<file path="src/rtl/afd_pkg.sv">
package afd_pkg;

    typedef enum logic [2:0] {
        S_PFX,
        S_MODRM,
        S_SIB,
        S_DISP,
        S_IMM,
        S_OUT
    } dec_state_e;

    typedef enum logic [1:0] {
        FORM_RM = 2'd0,
        FORM_MR = 2'd1,
        FORM_MI = 2'd2,
        FORM_I  = 2'd3
    } form_e;

    typedef enum logic [1:0] {
        SZ8  = 2'd0,
        SZ16 = 2'd1,
        SZ32 = 2'd2,
        SZ64 = 2'd3
    } size_e;

    typedef struct packed {
        logic       is_66;
        logic       is_rex;
        logic       is_alu;
        logic       has_modrm;
        logic       grp;
        logic       byte_op;
        form_e      form;
        logic [2:0] op;
        logic [2:0] imm_bytes;
    } opc_info_t;

    typedef struct packed {
        logic        err;
        logic [2:0]  op;
        form_e       form;
        size_e       size;
        logic [3:0]  reg_n;
        logic [3:0]  rm_n;
        logic [63:0] imm;
    } dec_rec_t;

endpackage

</file>
<file path="src/rtl/afd_opcode_classify.sv">
module afd_opcode_classify
    import afd_pkg::*;
(
    input  logic [7:0] opc,
    input  logic       osz16,
    input  logic       rexw,
    output opc_info_t  info
);

    logic [2:0] wide_bytes;

    always_comb begin
        wide_bytes = (osz16 && !rexw) ? 3'd2 : 3'd4;
        info = '0;
        info.form = FORM_RM;
        if (opc == 8'h66) begin
            info.is_66 = 1'b1;
        end else if (opc[7:4] == 4'h4) begin
            info.is_rex = 1'b1;
        end else if (opc[7:6] == 2'b00 && opc[2:1] != 2'b11) begin
            info.is_alu  = 1'b1;
            info.op      = opc[5:3];
            info.byte_op = !opc[0];
            unique case (opc[2:1])
                2'b00: begin
                    info.form      = FORM_MR;
                    info.has_modrm = 1'b1;
                end
                2'b01: begin
                    info.form      = FORM_RM;
                    info.has_modrm = 1'b1;
                end
                default: begin
                    info.form      = FORM_I;
                    info.imm_bytes = opc[0] ? wide_bytes : 3'd1;
                end
            endcase
        end else if (opc == 8'h80 || opc == 8'h81 || opc == 8'h83) begin
            info.is_alu    = 1'b1;
            info.has_modrm = 1'b1;
            info.grp       = 1'b1;
            info.form      = FORM_MI;
            info.byte_op   = (opc == 8'h80);
            info.imm_bytes = (opc == 8'h81) ? wide_bytes : 3'd1;
        end
    end

endmodule

</file>
<file path="src/rtl/afd_addr_len.sv">
module afd_addr_len (
    input  logic [7:0] modrm,
    input  logic [2:0] sib_base,
    output logic       need_sib,
    output logic [2:0] disp_plain,
    output logic [2:0] disp_sib
);

    logic [1:0] mod_f;
    logic [2:0] rm_f;

    always_comb begin
        mod_f    = modrm[7:6];
        rm_f     = modrm[2:0];
        need_sib = (mod_f != 2'd3) && (rm_f == 3'd4);
        unique case (mod_f)
            2'd1: begin
                disp_plain = 3'd1;
                disp_sib   = 3'd1;
            end
            2'd2: begin
                disp_plain = 3'd4;
                disp_sib   = 3'd4;
            end
            2'd0: begin
                disp_plain = (rm_f == 3'd5) ? 3'd4 : 3'd0;
                disp_sib   = (sib_base == 3'd5) ? 3'd4 : 3'd0;
            end
            default: begin
                disp_plain = 3'd0;
                disp_sib   = 3'd0;
            end
        endcase
    end

endmodule

</file>
<file path="src/rtl/alu_form_decoder.sv">
module alu_form_decoder
    import afd_pkg::*;
#(
    parameter int MAX_LEN = 15,
    parameter int LEN_W   = $clog2(MAX_LEN + 1)
) (
    input  logic             clk,
    input  logic             rst_n,
    input  logic             in_valid,
    input  logic [7:0]       in_byte,
    output logic             in_ready,
    output logic             out_valid,
    input  logic             out_ready,
    output logic             out_err,
    output logic [2:0]       out_op,
    output logic [1:0]       out_form,
    output logic [1:0]       out_size,
    output logic [3:0]       out_reg,
    output logic [3:0]       out_rm,
    output logic [63:0]      out_imm,
    output logic [LEN_W-1:0] out_len
);

    dec_state_e       state_q, state_d;
    logic             osz16_q;
    logic [3:0]       rex_q;
    logic             rex_v_q;
    opc_info_t        info_q;
    logic [7:0]       modrm_q;
    logic [LEN_W-1:0] cnt_q;
    logic [LEN_W-1:0] cnt_inc;
    logic [2:0]       rem_q, rem_d;
    logic [31:0]      imm_q;
    logic [1:0]       imm_idx_q;
    dec_rec_t         rec_q;
    logic [LEN_W-1:0] len_q;

    opc_info_t        info_now;
    logic             fire;
    logic             finish;
    logic             bad;
    logic             over;
    logic [7:0]       modrm_cur;
    logic             need_sib;
    logic [2:0]       disp_plain;
    logic [2:0]       disp_sib;
    logic [31:0]      imm_cur;
    logic [63:0]      imm_ext;
    logic             rexw_eff;

    assign rexw_eff = rex_v_q && rex_q[3];
    assign in_ready = (state_q != S_OUT);
    assign fire     = in_valid && in_ready;
    assign cnt_inc  = cnt_q + 1'b1;
    assign modrm_cur = (state_q == S_MODRM) ? in_byte : modrm_q;

    afd_opcode_classify u_classify (
        .opc   (in_byte),
        .osz16 (osz16_q),
        .rexw  (rexw_eff),
        .info  (info_now)
    );

    afd_addr_len u_addr (
        .modrm      (modrm_cur),
        .sib_base   (in_byte[2:0]),
        .need_sib   (need_sib),
        .disp_plain (disp_plain),
        .disp_sib   (disp_sib)
    );

    // Immediate with the byte currently on the input merged in.
    always_comb begin
        imm_cur = imm_q;
        if (state_q == S_IMM) begin
            imm_cur[{imm_idx_q, 3'b000} +: 8] = in_byte;
        end
        unique case (info_q.imm_bytes)
            3'd1:    imm_ext = {{56{imm_cur[7]}}, imm_cur[7:0]};
            3'd2:    imm_ext = {{48{imm_cur[15]}}, imm_cur[15:0]};
            3'd4:    imm_ext = {{32{imm_cur[31]}}, imm_cur[31:0]};
            default: imm_ext = 64'd0;
        endcase
    end

    // Next-state logic.
    always_comb begin
        state_d = state_q;
        rem_d   = rem_q;
        finish  = 1'b0;
        bad     = 1'b0;
        unique case (state_q)
            S_PFX: if (fire) begin
                if (info_now.is_66 || info_now.is_rex) begin
                    state_d = S_PFX;
                end else if (info_now.is_alu) begin
                    if (info_now.has_modrm) begin
                        state_d = S_MODRM;
                    end else begin
                        state_d = S_IMM;
                        rem_d   = info_now.imm_bytes;
                    end
                end else begin
                    bad = 1'b1;
                end
            end
            S_MODRM: if (fire) begin
                if (need_sib) begin
                    state_d = S_SIB;
                end else if (disp_plain != 3'd0) begin
                    state_d = S_DISP;
                    rem_d   = disp_plain;
                end else if (info_q.imm_bytes != 3'd0) begin
                    state_d = S_IMM;
                    rem_d   = info_q.imm_bytes;
                end else begin
                    finish = 1'b1;
                end
            end
            S_SIB: if (fire) begin
                if (disp_sib != 3'd0) begin
                    state_d = S_DISP;
                    rem_d   = disp_sib;
                end else if (info_q.imm_bytes != 3'd0) begin
                    state_d = S_IMM;
                    rem_d   = info_q.imm_bytes;
                end else begin
                    finish = 1'b1;
                end
            end
            S_DISP: if (fire) begin
                if (rem_q == 3'd1) begin
                    if (info_q.imm_bytes != 3'd0) begin
                        state_d = S_IMM;
                        rem_d   = info_q.imm_bytes;
                    end else begin
                        finish = 1'b1;
                    end
                end else begin
                    rem_d = rem_q - 3'd1;
                end
            end
            S_IMM: if (fire) begin
                if (rem_q == 3'd1) begin
                    finish = 1'b1;
                end else begin
                    rem_d = rem_q - 3'd1;
                end
            end
            S_OUT: if (out_ready) begin
                state_d = S_PFX;
            end
            default: state_d = S_PFX;
        endcase
        over = fire && !finish && !bad && (cnt_inc == LEN_W'(MAX_LEN));
        if (finish || bad || over) begin
            state_d = S_OUT;
        end
    end

    // State register.
    always_ff @(posedge clk) begin
        if (!rst_n) begin
            state_q <= S_PFX;
            rem_q   <= '0;
        end else begin
            state_q <= state_d;
            rem_q   <= rem_d;
        end
    end

    // Instruction context and result record.
    always_ff @(posedge clk) begin
        if (!rst_n) begin
            osz16_q   <= 1'b0;
            rex_q     <= '0;
            rex_v_q   <= 1'b0;
            info_q    <= '0;
            modrm_q   <= '0;
            cnt_q     <= '0;
            imm_q     <= '0;
            imm_idx_q <= '0;
            rec_q     <= '0;
            len_q     <= '0;
        end else if (state_q == S_OUT) begin
            if (out_ready) begin
                osz16_q   <= 1'b0;
                rex_q     <= '0;
                rex_v_q   <= 1'b0;
                info_q    <= '0;
                modrm_q   <= '0;
                cnt_q     <= '0;
                imm_q     <= '0;
                imm_idx_q <= '0;
            end
        end else if (fire) begin
            cnt_q <= cnt_inc;
            unique case (state_q)
                S_PFX: begin
                    if (info_now.is_66) begin
                        osz16_q <= 1'b1;
                        rex_v_q <= 1'b0;
                    end else if (info_now.is_rex) begin
                        rex_q   <= in_byte[3:0];
                        rex_v_q <= 1'b1;
                    end else begin
                        info_q <= info_now;
                    end
                end
                S_MODRM: modrm_q <= in_byte;
                S_IMM: begin
                    imm_q     <= imm_cur;
                    imm_idx_q <= imm_idx_q + 2'd1;
                end
                default: ;
            endcase
            if (finish || bad || over) begin
                len_q <= cnt_inc;
                rec_q <= '0;
                if (bad || over) begin
                    rec_q.err <= 1'b1;
                end else begin
                    rec_q.op   <= info_q.grp ? modrm_cur[5:3] : info_q.op;
                    rec_q.form <= info_q.form;
                    if (info_q.byte_op)  rec_q.size <= SZ8;
                    else if (rexw_eff)   rec_q.size <= SZ64;
                    else if (osz16_q)    rec_q.size <= SZ16;
                    else                 rec_q.size <= SZ32;
                    if (info_q.has_modrm) begin
                        rec_q.reg_n <= {rex_v_q & rex_q[2], modrm_cur[5:3]};
                        rec_q.rm_n  <= {rex_v_q & rex_q[0], modrm_cur[2:0]};
                    end
                    rec_q.imm <= imm_ext;
                end
            end
        end
    end

    // Output process.
    always_comb begin
        out_valid = (state_q == S_OUT);
        out_err   = rec_q.err;
        out_op    = rec_q.op;
        out_form  = rec_q.form;
        out_size  = rec_q.size;
        out_reg   = rec_q.reg_n;
        out_rm    = rec_q.rm_n;
        out_imm   = rec_q.imm;
        out_len   = len_q;
    end

    a_r1_no_take_while_pending: assert property (@(posedge clk) disable iff (!rst_n)
        out_valid |-> !in_ready);

    a_r1_hold_until_taken: assert property (@(posedge clk) disable iff (!rst_n)
        (out_valid && !out_ready) |=> (out_valid && $stable(out_len) && $stable(out_imm)
                                       && $stable(out_err) && $stable(out_op)));

    a_r1_rise_after_byte: assert property (@(posedge clk) disable iff (!rst_n)
        $rose(out_valid) |-> $past(in_valid));

    a_r11_len_bounded: assert property (@(posedge clk) disable iff (!rst_n)
        out_valid |-> (out_len != '0 && out_len <= LEN_W'(MAX_LEN)));

    a_r10_err_fields_clear: assert property (@(posedge clk) disable iff (!rst_n)
        (out_valid && out_err) |-> (out_imm == 64'd0 && out_reg == 4'd0 && out_rm == 4'd0));

    a_r4_acc_no_regs: assert property (@(posedge clk) disable iff (!rst_n)
        (out_valid && !out_err && out_form == 2'd3) |-> (out_reg == 4'd0 && out_rm == 4'd0));

endmodule

</file>
<file path="config.mk">
export PLATFORM = sky130hd
export DESIGN_NAME = alu_form_decoder
export DESIGN_NICKNAME = d
export VERILOG_FILES = /design/src/rtl/afd_pkg.sv /design/src/rtl/afd_opcode_classify.sv /design/src/rtl/afd_addr_len.sv /design/src/rtl/alu_form_decoder.sv
export SDC_FILE = /design/constraint.sdc
export NUM_CORES = 1
export LEC_CHECK = 0
export BUFFER_PORTS_ARGS = -buffer_cell sky130_fd_sc_hd__buf_4
export CAP_MARGIN = 20
export CORE_UTILIZATION = 42
export DETAILED_ROUTE_END_ITERATION = 12
export REMOVE_ABC_BUFFERS = 1
export SYNTH_ARGS = -nofsm -noshare
export SYNTH_HDL_FRONTEND = slang
export SYNTH_SLANG_ARGS = --single-unit
</file>
<file path="constraint.sdc">
create_clock -name clk -period 4.05 [get_ports clk]
set_clock_uncertainty 0.2 [all_clocks]
set_input_delay 0.2025 -clock clk [delete_from_list [all_inputs] [get_ports clk]]
set_output_delay 0.2025 -clock clk [all_outputs]
set_load 0.005 [all_outputs]
</file>
==> out/metrics.csv <==
stage;metric;value;unit
outcome;outcome;finished clean;
worst_setup_path;kind of critical path;flop to flop;
timing;Hold Violations, Final;0;
timing;RSZ-0062 raised after global routing;no;
route;DRT Pass-1 Iters;7;
synthesis;mux share of post-synthesis cell area;0.00944;
synthesis;#FFs+latches synth;120;
route;DR DRC count;0;
timing;worst-margin pin slew;0.950;ns
floorplanning;die width;126;um
worst_setup_path;Startpoint Class;flop;
synthesis;Most used DFF post-synth;dfxtp_1;
pwr;Pwr per Cell Area;530;nW/um^2
cells_and_area;Final Cell Area;7750;um^2
synthesis;Synth Area in XOR/XNOR;0.00810;
clocking;CTS sink cnt;120;
synthesis;asr flop ratio synth;0;
floorplanning;Initial Util;0.429;
clocking;Num CTS Buffers;17;
synthesis;Compound-Gate Fraction of Synth Area;0.240;
pwr;Sw Pwr;1390;uW
route;vias per cell;5.91;
pwr;internal power;2720;uW
cells_and_area;Layout area overhead;19.4;%
floorplanning;Die Height;126;um
synthesis;post-synth top area share;0.370;
floorplanning;Core ar.;15100;um^2
worst_hold_path;Tightest Hold Check Type;input pin to flop;
clocking;Root Driver;clkbuf_16;
route;DR WL/cell;18.0;um
synthesis;sequential area share after synthesis;0.370;
worst_setup_path;max incr delay on CP;0.87;ns
global_routing;largest net degree at the start of global routing;68;
timing;Max Slew Vio Count;0;
pwr;Lkg Pwr;0.00282;uW
pwr;Clk network pwr share;0.379;
cells_and_area;antenna diode count;0;
synthesis;Yosys Warn Count;0;
floorplanning;# rows;45;
clocking;clk slew on worst S/H paths;0.05;ns
timing;Tmin final;3.30;ns
placement;input/output buffers;97;
worst_setup_path;WP data arrival;3.39;ns
cells_and_area;# fillers;1454;
synthesis;cells taking the most area after synthesis;dfxtp_1 37%, a21oi_1 8.4%, nand3_1 6.7%;
route;final wirelength;19.5;mm
placement;post-place instance area;7040;um^2
route;wl on met1;8.69;mm
cells_and_area;Multi-input gate area;3510;um^2
global_routing;initial antenna violation count;0;
timing;Final Setup Violations;0;
global_routing;Global Route Usage Sum;0.244;
synthesis;Netlist cell types;70;
timing;Period Utilization, post-route;0.815;
worst_setup_path;Buf+Inv Stages, Crit Path;1;
synthesis;largest family of logic cells by synthesized area;simple AND/OR/NAND/NOR gates;
clocking;CTS tree;yes;
route;initial DRC count;435;
timing;TNS Setup;0;ns
worst_setup_path;crit path max-delay cell type;nor3b_2;
pwr;peak supply drop;0.000350;V
clocking;H-tree depth;4;
worst_setup_path;Max FO, Critical Path;26;
cells_and_area;share of layout cells above drive strength 1;0.183;
timing;maximum clock rate;303;MHz
job;MaxCap Viol Count;0;
route;routed wl met2;9.44;mm
global_routing;first-pass GRT wire length;30.6;mm
floorplanning;Die ar.;16000;um^2
pwr;Seq pwr share;0.318;
pwr;Sw Share;0.338;
route;Routed Antenna Nets;0;
placement;dpl hpwl;13.1;mm
route;Via Count;6392;
synthesis;top cell type by total area after synthesis;dfxtp_1;
worst_setup_path;R2R setup slack;0.75;ns
pwr;combinational share of power;0.303;
global_routing;Congestion Overflow GR;0;
route;highest routed layer;met4;
timing;Worst slew margin;0.366;
worst_setup_path;CP delay by family, top;compound AO/OA/AOI/OAI gates;
floorplanning;IO Pins;98;
synthesis;Post-Synth Simple-Gate Area;0.263;
cells_and_area;total area of sequential cells;2400;um^2
synthesis;number of synthesized flops with an enable pin;0;
clocking;Skew-Pair Late Insertion Delay;0.42;ns
clocking;clock buffer depth;2;
synthesis;Post-Syn Instances;843;
worst_setup_path;WP data required;4.14;ns
synthesis;Synth Area in Adders;0.0173;
cells_and_area;nets;901;
worst_setup_path;CP Capture Type;flop;
global_routing;vias in the first global route;5906;
worst_setup_path;worst path cell trace;nor3b_2 > a211oi_1 > o41ai_1 > o21ai_4 > buf_4 > nand3_1 > a21oi_1;
route;Met3 Wirelength;822;um
synthesis;mapped cell area;6490;um^2
placement;GPL Wtd Cong;0.901;
synthesis;mean post-synth cell area;7.70;um^2
-- what timing repair did --
| item | in CTS | in global routing |
|---|---|---|
| buffers inserted | 0 | 0 |
| setup endpoints to repair | 0 | 0 |
| gates resized for setup | 0 | 0 |
| endpoints found under the hold margin | 18 | 0 |
| hold buffers | 9 | 0 |
-- routing by layer --
| metal | vias up | global-route usage |
|---|---|---|
| met4 | 0 | 0.106 |
| met3 | 34 | 0.0502 |
| li1 | 3083 | - |
| met2 | 185 | 0.406 |
| met1 | 3090 | 0.306 |
| met5 | - | 0 |
-- final timing paths --
check                                start         end  depth (start not counted)
worst min-delay path              in_valid     rex_v_q                          4
worst max register to register  state_q[1]  out_imm[1]                          7
worst min register to register  out_imm[2]  out_imm[2]                          2
worst max-delay path            state_q[1]  out_imm[1]                          7
-- layout by cell type (no fill, tap or decap), drive strengths merged, types with 7 or more instances in the layout --
cell	count
dfxtp	120
buf	111
a21oi	109
nand3	87
nand2	85
nor2	71
o21ai	44
a22oi	37
clkbuf	25
nor3	19
nand4	12
a211oi	11
inv	10
ha	9
dlygate4sd3	9
nor2b	8
nor3b	8
and2	7
nand2b	7
-- logic make-up after synthesis --
kind of cell | after synthesis
mux | 6
xor+xnor | 6
simple gates | 338
compound gates | 252
flops | 120
fa+ha+maj | 9
buf+inv | 112
-- synth_stat cells, types with 7 or more instances --
cell type and count:
o21ai_1 28, nand3_1 87, clkbuf_1 39, buf_4 35, a22oi_1 37, dfxtp_1 120
a21oi_1 109, nor2_1 71, nor3_1 16, nand2_1 85, inv_1 9, buf_2 21
ha_1 9, nor2b_1 8, a211oi_1 9, and2_1 7, nand2b_1 7, nand4_1 12
o21ai_0 16
-- stage by stage --
step | cells | hold WS [ns] | power [uW] | util | setup slack [ns]
floorplan | 741 | 0.120 | 2090 | - | 0.420
global placement | 1040 | 0.254 | 2530 | 0.465 | 0.841
detailed placement | 1040 | 0.259 | 2560 | 0.465 | 0.786
CTS | 1081 | 0.0878 | 4130 | 0.512 | 0.771
global route | 1081 | 0.110 | 4320 | 0.512 | 0.430
finish | 1081 | 0.0953 | 4110 | 0.512 | 0.751
-- power by group through the flow --
stage	sequential [uW]	clock (uW)	combinational (uW)
2_1_floorplan	1350	0	737
3_3_place_gp	1330	0	1210
3_5_place_dp	1330	0	1230
4_1_cts	1310	1580	1240
5_1_grt	1310	1640	1370
6_report	1310	1560	1240
-- area by class of cell --
| cell class | count | share of cell area |
|---|---|---|
| multi-input combinational | 611 | 0.453 |
| sequential | 120 | 0.310 |
| timing repair buffer | 120 | 0.122 |
| clock buffer | 25 | 0.0652 |
| tap | 188 | 0.0304 |
| clock inverter | 7 | 0.0147 |
| inverter | 10 | 0.00484 |
-- worst register-to-register path, cell delays in order (launching register included) --
cell and delay [ns]:
dfxtp_1 0.55, nor3b_2 0.87, a211oi_1 0.10, o41ai_1 0.56, o21ai_4 0.38, buf_4 0.32
nand3_1 0.11, a21oi_1 0.06
Note: power is estimated with default switching activity, not from simulation.
